**src/rtl/slw_pkg.sv**
```systemverilog
package slw_pkg;

    localparam int INSTR_W = 32;
    localparam int IDX_W   = 5;

    typedef struct packed {
        logic lt;
        logic gt;
        logic eq;
        logic so;
    } cr_field_t;

    typedef struct packed {
        logic [IDX_W-1:0] dst_idx;
        logic             rec;
    } slw_fields_t;

endpackage

```
**src/rtl/slw_decode.sv**
```systemverilog
module slw_decode
    import slw_pkg::*;
#(
    parameter int PRI_OP = 31,
    parameter int EXT_OP = 24
) (
    input  logic [INSTR_W-1:0] instr,
    output logic               hit,
    output slw_fields_t        fields
);
    localparam int PRI_W = 6;
    localparam int EXT_W = 10;
    localparam logic [PRI_W-1:0] PRI_CODE = PRI_W'(PRI_OP);
    localparam logic [EXT_W-1:0] EXT_CODE = EXT_W'(EXT_OP);

    logic [PRI_W-1:0] pri_f;
    logic [EXT_W-1:0] ext_f;

    always_comb begin
        pri_f          = instr[31:26];
        ext_f          = instr[10:1];
        hit            = (pri_f == PRI_CODE) && (ext_f == EXT_CODE);
        fields.dst_idx = instr[20:16];
        fields.rec     = instr[0];
    end
endmodule

```
**src/rtl/slw_shifter.sv**
```systemverilog
module slw_shifter #(
    parameter int XLEN  = 64,
    parameter int WLEN  = 32,
    parameter int CNT_W = 6
) (
    input  logic [XLEN-1:0] src,
    input  logic [XLEN-1:0] cnt_src,
    output logic [WLEN-1:0] word,
    output logic [XLEN-1:0] wide
);
    localparam int STG = $clog2(WLEN);

    logic [CNT_W-1:0] cnt;
    logic [WLEN-1:0]  stage [STG+1];
    logic             over;

    assign cnt      = cnt_src[CNT_W-1:0];
    assign stage[0] = src[WLEN-1:0];

    for (genvar i = 0; i < STG; i++) begin : g_stage
        localparam int SH = 1 << i;
        assign stage[i+1] = cnt[i] ? (stage[i] << SH) : stage[i];
    end

    if (CNT_W > STG) begin : g_over
        assign over = |cnt[CNT_W-1:STG];
    end else begin : g_no_over
        assign over = 1'b0;
    end

    assign word = over ? '0 : stage[STG];
    assign wide = {{(XLEN-WLEN){1'b0}}, word};
endmodule

```
**src/rtl/slw_cr_eval.sv**
```systemverilog
module slw_cr_eval
    import slw_pkg::*;
#(
    parameter int WLEN = 32
) (
    input  logic [WLEN-1:0] word,
    input  logic            so_in,
    output cr_field_t       cr
);
    always_comb begin
        cr.lt = word[WLEN-1];
        cr.eq = (word == '0);
        cr.gt = !word[WLEN-1] && (word != '0);
        cr.so = so_in;
    end
endmodule

```
**src/rtl/slw_exec_unit.sv**
```systemverilog
module slw_exec_unit
    import slw_pkg::*;
#(
    parameter int XLEN  = 64,
    parameter int WLEN  = 32,
    parameter int CNT_W = 6
) (
    input  logic                clk,
    input  logic                rst,
    input  logic                in_valid,
    input  logic [INSTR_W-1:0]  in_instr,
    input  logic [XLEN-1:0]     in_rs_val,
    input  logic [XLEN-1:0]     in_rb_val,
    input  logic                in_xer_so,
    output logic                out_valid,
    output logic [IDX_W-1:0]    out_rd_idx,
    output logic [XLEN-1:0]     out_result,
    output logic                out_rd_we,
    output logic [3:0]          out_cr0,
    output logic                out_cr0_we
);
    typedef struct packed {
        logic             valid;
        logic [IDX_W-1:0] idx;
        logic [XLEN-1:0]  result;
        logic             rd_we;
        cr_field_t        cr;
        logic             cr_we;
    } stage_t;

    stage_t          st_d, st_q;
    logic            dec_hit;
    slw_fields_t     dec_fields;
    logic [WLEN-1:0] sh_word;
    logic [XLEN-1:0] sh_wide;
    cr_field_t       cr_calc;

    slw_decode u_decode (
        .instr  (in_instr),
        .hit    (dec_hit),
        .fields (dec_fields)
    );

    slw_shifter #(.XLEN(XLEN), .WLEN(WLEN), .CNT_W(CNT_W)) u_shift (
        .src     (in_rs_val),
        .cnt_src (in_rb_val),
        .word    (sh_word),
        .wide    (sh_wide)
    );

    slw_cr_eval #(.WLEN(WLEN)) u_cr (
        .word  (sh_word),
        .so_in (in_xer_so),
        .cr    (cr_calc)
    );

    always_comb begin
        st_d       = st_q;
        st_d.valid = in_valid;
        st_d.rd_we = 1'b0;
        st_d.cr_we = 1'b0;
        if (in_valid) begin
            st_d.idx    = dec_fields.dst_idx;
            st_d.result = sh_wide;
            st_d.cr     = cr_calc;
            st_d.rd_we  = dec_hit;
            st_d.cr_we  = dec_hit && dec_fields.rec;
        end
    end

    always_ff @(posedge clk) begin
        if (rst) st_q <= '0;
        else     st_q <= st_d;
    end

    assign out_valid  = st_q.valid;
    assign out_rd_idx = st_q.idx;
    assign out_result = st_q.result;
    assign out_rd_we  = st_q.rd_we;
    assign out_cr0    = st_q.cr;
    assign out_cr0_we = st_q.cr_we;
endmodule

```
**config.mk**
```make
export PLATFORM = sky130hd
export DESIGN_NAME = slw_exec_unit
export DESIGN_NICKNAME = d
export VERILOG_FILES = /design/src/rtl/slw_pkg.sv /design/src/rtl/slw_decode.sv /design/src/rtl/slw_shifter.sv /design/src/rtl/slw_cr_eval.sv /design/src/rtl/slw_exec_unit.sv
export SDC_FILE = /design/constraint.sdc
export NUM_CORES = 1
export LEC_CHECK = 0
export ABC_AREA = 1
export BUFFER_PORTS_ARGS = -buffer_cell sky130_fd_sc_hd__clkbuf_2
export CAP_MARGIN = 25
export CORE_ASPECT_RATIO = 0.9
export CORE_UTILIZATION = 38
export CTS_BUF_LIST = sky130_fd_sc_hd__clkbuf_16
export DETAILED_ROUTE_END_ITERATION = 16
export PLACE_DENSITY = 0.78
export SETUP_SLACK_MARGIN = 0.15
export SYNTH_ARGS = -nofsm -noshare
export SYNTH_HDL_FRONTEND = slang
export SYNTH_SLANG_ARGS = --single-unit
```
**constraint.sdc**
```tcl
create_clock -name clk -period 1.4 [get_ports clk]
set_input_delay 0.14 -clock clk [delete_from_list [all_inputs] [get_ports clk]]
set_output_delay 0.14 -clock clk [all_outputs]
set_load 0.02 [all_outputs]
```
# [After elaboration in Yosys (flattened, before gate mapping)]
# Index checks and enable logic that the tools add are counted.
[totals] ramBits=0 rom_bits=0 elab_cells=25 out_inout_bits=76 regBits=44 memories=0 latch_bits=0 in_bits=164
[op_classes] reduce_logical=7 shifts=0 bitwise_logic=1 muxes=6 n_eq_ne=2 n_lt_le_gt_ge=0 n_addsub=0 n_div=0 n_mul=0
[op_table] cell="two-way mux 32 bit" count=6
[op_table] cell="logical NOT 32 bit" count=1
[op_table] cell="nonzero test 32 bit" count=1
[op_table] cell="== test 10 x 5 -> 1 bit, second input constant" count=1
[op_table] cell="== test 6 x 5 -> 1 bit, second input constant" count=1
[op_table] cell="logical AND 1 bit" count=3
[op_table] cell="OR reduction 2 bit" count=1
[op_table] cell="logical NOT 1 bit" count=1
[op_table] cell="NOT 1 bit" count=1

# [Depth between registers and ports, before layout]
# Gate-level depths: netlist (run 1).
[depth] ltp_word=8 depth_mapped=15 mapped_depth_nobuf=15

# [By module]
# From an unflattened synthesis (run 1), not the netlist that was laid out.
[hier_totals] hier_cells=949 area_unflattened_um2=5385.2
[by_module_without_submodules] mod="slw_exec_unit" n_inst=1 seq_area_each_um2=1521.5 cells_per_inst=471 area_per_inst_um2=3039.2
[by_module_without_submodules] mod="slw_shifter" n_inst=1 seq_area_each_um2=0.0 cells_per_inst=414 area_per_inst_um2=2068.2
[by_module_without_submodules] mod="slw_cr_eval" n_inst=1 seq_area_each_um2=0.0 cells_per_inst=34 area_per_inst_um2=142.6
[by_module_without_submodules] mod="slw_decode" n_inst=1 seq_area_each_um2=0.0 cells_per_inst=30 area_per_inst_um2=135.1

# [Least setup slack after synthesis (run 1)]
# OpenSTA, ideal clock, no wires.
[synth_path] path_type="input to register" from="input port in_rb_val[1]" to="register st_q, in the netlist out_cr0[2]" path_buffers=2 arrival_ps=1361 t_required_ps=1268 setup_time_ps=132 path_slack_ps=-93 cell_stages=14 path_cell_list="buf_2 inv_1 buf_2 nand3_1 nand3_1 nand3_1 nand3_1 nand2_1 nor2_1 nand2_1 nor2_1 nand3_1 nand2_1 a21oi_1"
[synth_between] elab_chain_cells=7 elab_cells_between_ends=8 classes_between="mux: 5; reduce/logical: 3"
[synth_lines] item="start: declaration" line_no="slw_exec_unit.sv:13" text="input logic [XLEN-1:0] in_rb_val,"
[synth_lines] item="two-way mux 32 bit (*) (4 in a row)" line_no="slw_shifter.sv:22" text="assign stage[i+1] = cnt[i] ? (stage[i] << SH) : stage[i];"
[synth_lines] item="two-way mux 32 bit (*)" line_no="slw_shifter.sv:31" text="assign word = over ? '0 : stage[STG];"
[synth_lines] item="nonzero test 32 bit or logical NOT 1 bit (tied branches)" line_no="slw_cr_eval.sv:13" text="cr.gt = !word[WLEN-1] && (word != '0);"
[synth_lines] item="logical AND 1 bit (*)" line_no="slw_cr_eval.sv:13"
[synth_lines] item="end signal: assignment" line_no="slw_exec_unit.sv:73" text="else st_q <= st_d;"
[synth_lines] item="end: declaration" line_no="slw_exec_unit.sv:31" text="stage_t st_d, st_q;"
# Mark *: on every way between the ends. The rest lies on a longest branch, timed or not.
# A chain may end at the register's enable or synchronous reset.

# [Worst setup path after layout (run 1)]
# Same ends and word-level chain as after synthesis.

==> results of run 1 <==
[critical path: stages]
cell	delay, ns
sky130_fd_sc_hd__buf_12	0.09
sky130_fd_sc_hd__buf_8	0.12
sky130_fd_sc_hd__buf_12	0.11
sky130_fd_sc_hd__buf_16	0.12
sky130_fd_sc_hd__nand3_2	0.11
sky130_fd_sc_hd__nand3_2	0.12
sky130_fd_sc_hd__nand3_1	0.14
sky130_fd_sc_hd__nand3_2	0.10
sky130_fd_sc_hd__nand2_2	0.06
sky130_fd_sc_hd__nor2_1	0.10
sky130_fd_sc_hd__nand2_1	0.07
sky130_fd_sc_hd__nor2_1	0.10
sky130_fd_sc_hd__nand3_1	0.10
sky130_fd_sc_hd__nand2_1	0.08
sky130_fd_sc_hd__a21oi_1	0.05
[logic make-up (layout without fill, tap and decap cells)]
logic type / after synthesis / count (layout) / synth area share
buf+inv: 102 / 204 / 0.1539
compound gates: 51 / 51 / 0.07424
flops: 43 / 43 / 0.2504
other cells: 1 / 32 / 0.001091
simple gates: 400 / 400 / 0.5204
[report_power, final]
group / internal, mW / total, mW / switching [mW]
sequential: 1.29 / 1.33 / 0.0338
clock: 0.647 / 1.10 / 0.453
combinational: 0.659 / 1.76 / 1.10
total: 2.60 / 4.19 / 1.59
[per-stage QoR]
| step | hold WS (ns) | TNS [ns] | std cells |
|---|---|---|---|
| after detailed placement | 0.3573 | -7.312 | 831 |
| after global placement | 0.3509 | -6.723 | 831 |
| after floorplan | 0.2673 | -0.001623 | 628 |
| after global routing | 0.08707 | -0.3280 | 849 |
| final | 0.06645 | -0.07441 | 849 |
| after CTS | 0.06752 | 0 | 843 |
[cell type report]
class / instances / share of cell area
tap: 119 / 0.02534
inverter: 28 / 0.02215
timing repair buffer: 168 / 0.2095
multi-input combinational: 483 / 0.5726
clock buffer: 5 / 0.02129
clock inverter: 3 / 0.002555
sequential: 43 / 0.1465
[state kept, by name, summed over array words and instances (netlist names)]
signal / flops
out_cr0_we: 1
out_result: 31
out_valid: 1
out_rd_idx: 5
out_cr0: 4
out_rd_we: 1
[worst max-delay path by stage]
stage | from | end | cells after the start
6_report | in_rb_val[1] | out_cr0[2]$_SDFFE_PP0P_ | 15
2_1_floorplan | in_rb_val[2] | out_cr0[2]$_SDFFE_PP0P_ | 11
4_1_cts | in_rb_val[1] | out_cr0[2]$_SDFFE_PP0P_ | 15
3_3_place_gp | in_rb_val[0] | out_cr0[2]$_SDFFE_PP0P_ | 14
5_1_grt | in_rb_val[1] | out_cr0[2]$_SDFFE_PP0P_ | 15
3_5_place_dp | in_rb_val[0] | out_cr0[2]$_SDFFE_PP0P_ | 14
[synth_stat cells]
cell type,count
sky130_fd_sc_hd__nand3_1,205
sky130_fd_sc_hd__buf_4,33
sky130_fd_sc_hd__nand3b_1,1
sky130_fd_sc_hd__o21ai_0,41
sky130_fd_sc_hd__nor4_1,3
sky130_fd_sc_hd__or2_2,1
sky130_fd_sc_hd__nor2_1,64
sky130_fd_sc_hd__inv_1,27
sky130_fd_sc_hd__a21oi_1,10
sky130_fd_sc_hd__and2_1,1
sky130_fd_sc_hd__buf_1,3
sky130_fd_sc_hd__dfxtp_1,43
sky130_fd_sc_hd__inv_2,1
sky130_fd_sc_hd__conb_1,1
sky130_fd_sc_hd__clkbuf_1,20
sky130_fd_sc_hd__buf_2,18
sky130_fd_sc_hd__nand2_1,118
sky130_fd_sc_hd__nand4_1,5
sky130_fd_sc_hd__nor3_1,2
[layout by cell type (no fill, tap or decap), types with 2 or more instances in the layout]
cell type and count:
sky130_fd_sc_hd__nand4_1 5, sky130_fd_sc_hd__nand3_1 49, sky130_fd_sc_hd__clkbuf_16 7, sky130_fd_sc_hd__inv_1 24
sky130_fd_sc_hd__dfxtp_1 43, sky130_fd_sc_hd__nor2_2 5, sky130_fd_sc_hd__nand2_4 11, sky130_fd_sc_hd__o21ai_1 7
sky130_fd_sc_hd__inv_2 2, sky130_fd_sc_hd__nor4_1 3, sky130_fd_sc_hd__nand3_2 126, sky130_fd_sc_hd__o21ai_0 33
sky130_fd_sc_hd__clkinv_1 2, sky130_fd_sc_hd__nand2_2 35, sky130_fd_sc_hd__clkbuf_2 105, sky130_fd_sc_hd__buf_12 13
sky130_fd_sc_hd__nor2_1 59, sky130_fd_sc_hd__buf_8 2, sky130_fd_sc_hd__nand2_1 72, sky130_fd_sc_hd__buf_4 45
sky130_fd_sc_hd__a21oi_1 10, sky130_fd_sc_hd__conb_1 32, sky130_fd_sc_hd__nand3_4 30
[repair_timing]
action / CTS / global route
setup buffers: 3 / 4
cloned: 1 / 2
resized for setup: 87 / 190
endpoints found under the setup margin: 29 / 17
pin swaps: 19 / 44
[routing by layer]
metal / share of wire / vias up
met2: 0.47 / 269
met4: 0.036 / 0
met1: 0.42 / 2164
met3: 0.072 / 53
met5: 0 / -
li1: - / 2226
==> reports/results.md, run 1 <==
| Group | Metric | Value |
|:---|:---|:---|
| logic synthesis | Top cells by area in the synthesized netlist | sky130_fd_sc_hd__nand3_1 30%, sky130_fd_sc_hd__dfxtp_1 25%, sky130_fd_sc_hd__nand2_1 13% |
| global routing | Wire length of the first global-routing pass | 19.24 mm |
| sta | Max-slew violation count | 0 |
| layout | Combined area of the multi-input logic cells | 3364 um2 |
| power | Cell leakage power | 2.862 nW |
| sta | Fin. Hold Viols | 0 |
| layout | Finished layout cell area | 5876 um2 |
| route | Post-Route WL | 13.35 mm |
| sta | Period Utilization, post-route | 1.041 |
| setup path | Setup crit end kind | register |
| status | Violated checks | negative setup slack |
| logic synthesis | Number of synthesized register bits | 43 |
| setup path | Launching point of the worst reg2reg path | out_cr0[3]$_SDFFE_PP0P_ |
| sta | Total setup violations reported at the end of the flow | 2 |
| sta | Post-layout minimum cycle time | 1.457 ns |
| min path | Worst min-delay path category | input port to register |
| die | Die span in y | 92.24 um |
| sta | Worst-case setup margin in the final layout | -0.05677 ns |
| global routing | Global routing usage on met1 | 0.3372 |
| setup path | FF-to-FF setup slack | 0.61 ns |
| min path | Worst Hold Path EP | out_cr0_we$_SDFF_PP0_ |
| layout | Relative area change from synthesis to final layout | 70.89% |
| die | I/O pin total | 240 |
| clock network | CTS root buffer | sky130_fd_sc_hd__clkbuf_16 |
| global routing | Remaining global-route overflow | 0 |
| power | Total Power | 4.189 mW |
| setup path | Required time of the worst setup path | 1.57 ns |
| logic synthesis | Total standard cell area after synthesis | 3438 um2 |
| logic synthesis | Post-synth cell types | 19 |
| sta | Fin Clk Skew | 0 ns |
| die | Effective utilization at floorplan | 0.3957 |
| sta | Unrepaired setup endpoints after global routing | yes |
| setup path | Number of cells traversed by the worst register-to-register path | 3 |
| clock network | Number of sinks handled by clock tree synthesis | 43 |
| clock network | Clock tree from TritonCTS | done |
| clock network | Htree depth | 2 |
| logic synthesis | Post-synthesis average cell area | 5.759 um2 |
| route | 1st-pass router iterations | 5 |
| clock network | Clock Latency Late Sink | 0.28 ns |
| die | Die width | 102.3 um |
| logic synthesis | Number of instances in the synthesized netlist | 597 |
| place | HPWL after detailed placement | 8.725 mm |
| global routing | Busiest metal layer after global routing | met2 |
| die | Die area | 9433 um2 |
| clock network | CTS Buffer Depth | 2 |
| die | Row Count | 32 |
| logic synthesis | Fraction of post-synthesis cell area in the top cell type by area | 0.2984 |
| global routing | Maximum number of pins on one net before global-route repair | 41 |
| global routing | Met3 Usage GRT | 0.04268 |
| route | Total number of vias | 4,712 |
| logic synthesis | Synth Warn # | 0 |
| job | Max-cap violations | 0 |
| route | Iteration-0 DRC count of the detailed router | 377 |
| setup path | Capture point of the worst reg-to-reg path | out_cr0[3]$_SDFFE_PP0P_ |
| sta | Maximum operating frequency | 0.6865 GHz |
| power | IR Drop Worst-Case VDD | 0.0004489 V |
| clock network | TritonCTS Buffers | 5 |
| min path | Number of cells on the worst hold path | 2 |
| status | Run status | finished with violations |
| global routing | Via count of the first global-routing pass | 4,229 |
| setup path | Type of the setup path with the least slack | input port to register |
| setup path | Largest fanout of any net on the critical path | 8 |
| global routing | Total global-route track usage | 0.2537 |
| logic synthesis | Fraction of the yosys area taken by sequential cells | 0.2504 |
| layout | Fill cell instance count of the final layout | 666 |
| route | Via density per instance | 5.550 |
| route | Number of design rule violations left after detail routing | 0 |
| route | Antenna-violating nets left | 0 |
| global routing | GRT met2 Usage | 0.4111 |
| clock network | Hold buffer count at CTS | 0 |
| setup path | Setup crit start kind | input port |
| place | Final estimated routing congestion in global placement | 0.9119 |
| place | Port-buffer cells | 107 |
| min path | Startpoint of the most critical hold path | in_instr[0] |
| place | Placed inst area | 4318 um2 |
| setup path | Worst EP arrival | 1.63 ns |
| die | Area of the core | 8688 um2 |
| route | Routed wire per std cell | 15.73 um |
| clock network | Clock slew at the register clock pins of the worst setup and hold paths | 0.06 ns |
| layout | Final net count | 893 |
| logic synthesis | Cell taking the most area after synthesis | sky130_fd_sc_hd__nand3_1 |
| layout | Final core utilization | 0.6763 |
| layout | Fraction of final layout cells with drive strength greater than 1 | 0.5315 |
| layout | Antenna fix cells | 0 |
| power | Power density cells | 713.0 nW/um2 |
| place | Post-Place Worst Slack | -0.4924 ns |
| layout | Area taken by flip-flops and latches | 860.8 um2 |
| global routing | Antenna violations before repair | 0 |
(Power assumes the default switching activity.)
==> run 2, diff against run 1 <==
- CORE_UTILIZATION: 38 -> 39
- CTS_BUF_LIST: sky130_fd_sc_hd__clkbuf_16 -> sky130_fd_sc_hd__clkbuf_4
- PLACE_DENSITY: 0.78 -> 0.8
==> run 2 against run 1 <==
  * The run still ends with negative setup slack left
  * Critical path depth shrank 1
  * Worst hold slack lost 0.052 ns
  * Routed wire length grew 11%
  * Sequential power is essentially flat
  * Combinational power grew 9.7%
  * Die area shrank 2.5%
  * Sequential share of layout area shrank 0.95 points
  * First-iteration DRC count grew 21%
  * Via count grew 5.9%
  * Critical path type unchanged
  * Critical endpoint unchanged
  * Largest cell class unchanged
==> reports/results.md, run 2 (synthesized netlist as in run 1, its figures left out) <==
| Group | Metric | Value | Change |
|:---|:---|:---|:---|
| setup path | Required time of the worst setup path | 1.66 ns | was 1.57 ns |
| setup path | Critical path cell sequence | buf_12 -> clkbuf_16 -> nand2_2 -> nand3_2 -> nand3_2 -> nand3_2 -> nand3_2 -> nand2_1 -> nor2_1 -> nand2_1 -> nor2_2 -> nand3_2 -> nand2_1 -> a21oi_1 | was buf_12 -> buf_8 -> buf_12 -> buf_16 -> nand3_2 -> nand3_2 -> nand3_1 -> nand3_2 -> nand2_2 -> nor2_1 -> nand2_1 -> nor2_1 -> nand3_1 -> nand2_1 -> a21oi_1 |
| clock network | TritonCTS Buffers | 5 | unchanged |
| setup path | FF-to-FF setup slack | 0.56 ns | was 0.61 ns |
| sta | Post-layout minimum cycle time | 1.406 ns | was 1.457 ns |
| die | I/O pin total | 240 | unchanged |
| setup path | Largest fanout of any net on the critical path | 6 | was 8 |
| route | 1st-pass router iterations | 5 | unchanged |
| sta | Maximum operating frequency | 0.7111 GHz | was 0.6865 GHz |
| route | Iteration-0 DRC count of the detailed router | 457 | was 377 |
| min path | Worst min-delay path category | input port to register | unchanged |
| route | Via density per instance | 5.695 | was 5.550 |
| route | Total number of vias | 4,989 | was 4,712 |
| setup path | Count of buffer and inverter cells on the critical path | 2 | was 4 |
| global routing | Via count of the first global-routing pass | 4,202 | was 4,229 |
| layout | Antenna fix cells | 0 | unchanged |
| sta | Fin Clk Skew | 0 ns | unchanged |
| clock network | Clock Latency Late Sink | 0.37 ns | was 0.28 ns |
| clock network | Clock tree from TritonCTS | done | unchanged |
| sta | Max-slew violation count | 0 | unchanged |
| global routing | Remaining global-route overflow | 0 | unchanged |
| status | Violated checks | negative setup slack | unchanged |
| global routing | Total global-route track usage | 0.2574 | was 0.2537 |
| power | Power spent charging and discharging nets | 1.639 mW | was 1.591 mW |
| sta | Fin. Hold Viols | 0 | unchanged |
| layout | Final net count | 920 | was 893 |
| layout | Relative area change from synthesis to final layout | 82.79% | was 70.89% |
| setup path | Cell family with the largest share of critical-path delay | simple AND/OR/NAND/NOR gates | unchanged |
| sta | Total setup violations reported at the end of the flow | 1 | was 2 |
| sta | Unrepaired setup endpoints after global routing | yes | unchanged |
| place | HPWL after detailed placement | 8.813 mm | was 8.725 mm |
| layout | Most frequent cells in the layout | 132 x sky130_fd_sc_hd__nand3_2, 105 x sky130_fd_sc_hd__clkbuf_2, 57 x sky130_fd_sc_hd__buf_4 | was 126 x sky130_fd_sc_hd__nand3_2, 105 x sky130_fd_sc_hd__clkbuf_2, 72 x sky130_fd_sc_hd__nand2_1 |
| global routing | Wire length of the first global-routing pass | 19.09 mm | was 19.24 mm |
| layout | Final Instance Count excl. Fillers | 876 | was 849 |
| job | Max-cap violations | 0 | unchanged |
| route | Antenna-violating nets left | 0 | unchanged |
| setup path | Critical-path top delay cell | sky130_fd_sc_hd__clkbuf_16 | was sky130_fd_sc_hd__nand3_1 |
| setup path | Setup crit end kind | register | unchanged |
| power | Share of total power consumed by net switching | 0.3857 | was 0.3798 |
| die | Area of the core | 8568 um2 | was 8688 um2 |
| place | Port-buffer cells | 107 | unchanged |
| global routing | Maximum number of pins on one net before global-route repair | 41 | unchanged |
| power | Relative contribution of sequential cells to total power | 0.312 | was 0.316 |
| route | Number of design rule violations left after detail routing | 0 | unchanged |
| clock network | Clock slew at the register clock pins of the worst setup and hold paths | 0.12 ns | was 0.06 ns |
| clock network | CTS Buffer Depth | 2 | unchanged |
| place | Final estimated routing congestion in global placement | 0.9116 | was 0.9119 |
| setup path | Type of the setup path with the least slack | input port to register | unchanged |
| power | Cell leakage power | 3.047 nW | was 2.862 nW |
| sta | Period Utilization, post-route | 1.005 | was 1.041 |
| power | Clock network fraction of design power | 0.234 | was 0.263 |
| place | Number of cells after detailed placement | 836 | was 831 |
| power | IR Drop Worst-Case VDD | 0.0005866 V | was 0.0004489 V |
| die | Effective utilization at floorplan | 0.4013 | was 0.3957 |
| sta | Hold slack | 0.01430 ns | was 0.06645 ns |
| layout | Max FFs per register | 31 | unchanged |
| layout | Final core utilization | 0.7335 | was 0.6763 |
| die | Die span in y | 91.08 um | was 92.24 um |
| layout | Fill cell instance count of the final layout | 635 | was 666 |
| setup path | Worst EP arrival | 1.66 ns | was 1.63 ns |
| die | Die area | 9196 um2 | was 9433 um2 |
| setup path | Worst path max stage delay | 0.16 ns | was 0.14 ns |
| power | Cell Int Power | 2.611 mW | was 2.598 mW |
| route | Post-Route WL | 14.88 mm | was 13.35 mm |
| layout | Leading cell type in the layout, fill and taps excluded | sky130_fd_sc_hd__nand3_2 | unchanged |
| clock network | Htree depth | 2 | unchanged |
| clock network | CTS root buffer | sky130_fd_sc_hd__clkbuf_4 | was sky130_fd_sc_hd__clkbuf_16 |
| status | Run status | finished with violations | unchanged |
| die | Die width | 101.0 um | was 102.3 um |
| setup path | CP dominant cell by count | sky130_fd_sc_hd__nand3_2 | unchanged |
| global routing | Antenna violations before repair | 0 | unchanged |
| die | Row Count | 32 | unchanged |
| setup path | Setup crit start kind | input port | unchanged |
| power | Portion of total power attributed to combinational logic | 0.454 | was 0.421 |
| layout | Fraction of final layout cells with drive strength greater than 1 | 0.5931 | was 0.5315 |
| clock network | Number of sinks handled by clock tree synthesis | 43 | unchanged |
| route | Routed wire per std cell | 16.98 um | was 15.73 um |
| sta | Worst-case setup margin in the final layout | -0.006372 ns | was -0.05677 ns |
| power | Power density cells | 676.3 nW/um2 | was 713.0 nW/um2 |
run 2: changes by cell type in the layout (fill, tap and decap cells not counted), sizes merged:
cell	previous run	this run
inv	27	28
clkbuf	112	118
clkinv	3	0
clkinvlp	1	0
buf	61	75
dlygate4sd3	0	8
bufinv	0	2
run 2: worst paths after layout:
kind                                start                          to  depth (start not counted)
hold reg to reg   out_cr0[2]$_SDFFE_PP0P_     out_cr0[2]$_SDFFE_PP0P_                          2
hold / removal               in_instr[17]  out_rd_idx[1]$_SDFFE_PP0P_                          3
setup reg to reg  out_cr0[3]$_SDFFE_PP0P_     out_cr0[3]$_SDFFE_PP0P_                          3
setup / recovery             in_rb_val[0]     out_cr0[2]$_SDFFE_PP0P_                         14
run 2: metal layers:
| layer | vias up | share of wire | wire [um] | track usage |
|---|---|---|---|---|
| met5 | - | 0 | 0 | 0 |
| met4 | 0 | 0.037 | 556 | 0.07729 |
| met3 | 64 | 0.070 | 1048 | 0.04619 |
| met2 | 300 | 0.50 | 7382 | 0.4349 |
| met1 | 2347 | 0.40 | 5889 | 0.3307 |
| li1 | 2278 | - | - | - |
run 2: power by group through the flow:
stage                     Combinational, mW  Sequential [mW]  Clock, mW
after floorplan                       0.794             1.43          0
after global placement                 1.25             1.35          0
after detailed placement               1.27             1.35          0
after CTS                              1.31             1.32      0.995
after global routing                   2.05             1.33       1.06
final                                  1.93             1.33      0.996
run 2: metrics by stage:
| step | setup slack, ns | TNS, ns | instance area (um2) | power, mW |
|---|---|---|---|---|
| finish | -0.006372 | -0.006372 | 6285 | 4.250 |
| global route | -0.07118 | -0.1050 | 6285 | 4.440 |
| CTS | 0.08105 | 0 | 4636 | 3.625 |
| detailed placement | -0.3799 | -3.423 | 4393 | 2.618 |
| global placement | -0.3462 | -2.817 | 4393 | 2.603 |
| floorplan | -0.001623 | -0.001623 | 3642 | 2.225 |
run 2: worst min-delay path, stage by stage:
cell and delay (ns):
sky130_fd_sc_hd__clkbuf_2 0.08, sky130_fd_sc_hd__nor2_1 0.03, sky130_fd_sc_hd__nor2_1 0.09
run 2: layout make-up:
type                            count  area, um2  area share
Clock buffer                        6      45.04    0.007167
Clock inverter                      2      60.06    0.009556
Inverter                           28      120.1     0.01911
Multi-Input combinational cell    483       3530      0.5616
Sequential cell                    43      860.8      0.1370
Tap cell                          119      148.9     0.02369
Timing Repair Buffer              195       1520      0.2419
run 2: timing repair:
| item | CTS | global route |
|---|---|---|
| hold buffers | 8 | 0 |
| buffers inserted | 0 | 16 |
| endpoints found under the hold margin | 7 | 0 |
| gates resized for setup | 13 | 309 |
| pin swaps | 1 | 67 |
| endpoints found under the setup margin | 3 | 13 |
| gates cloned | 0 | 8 |
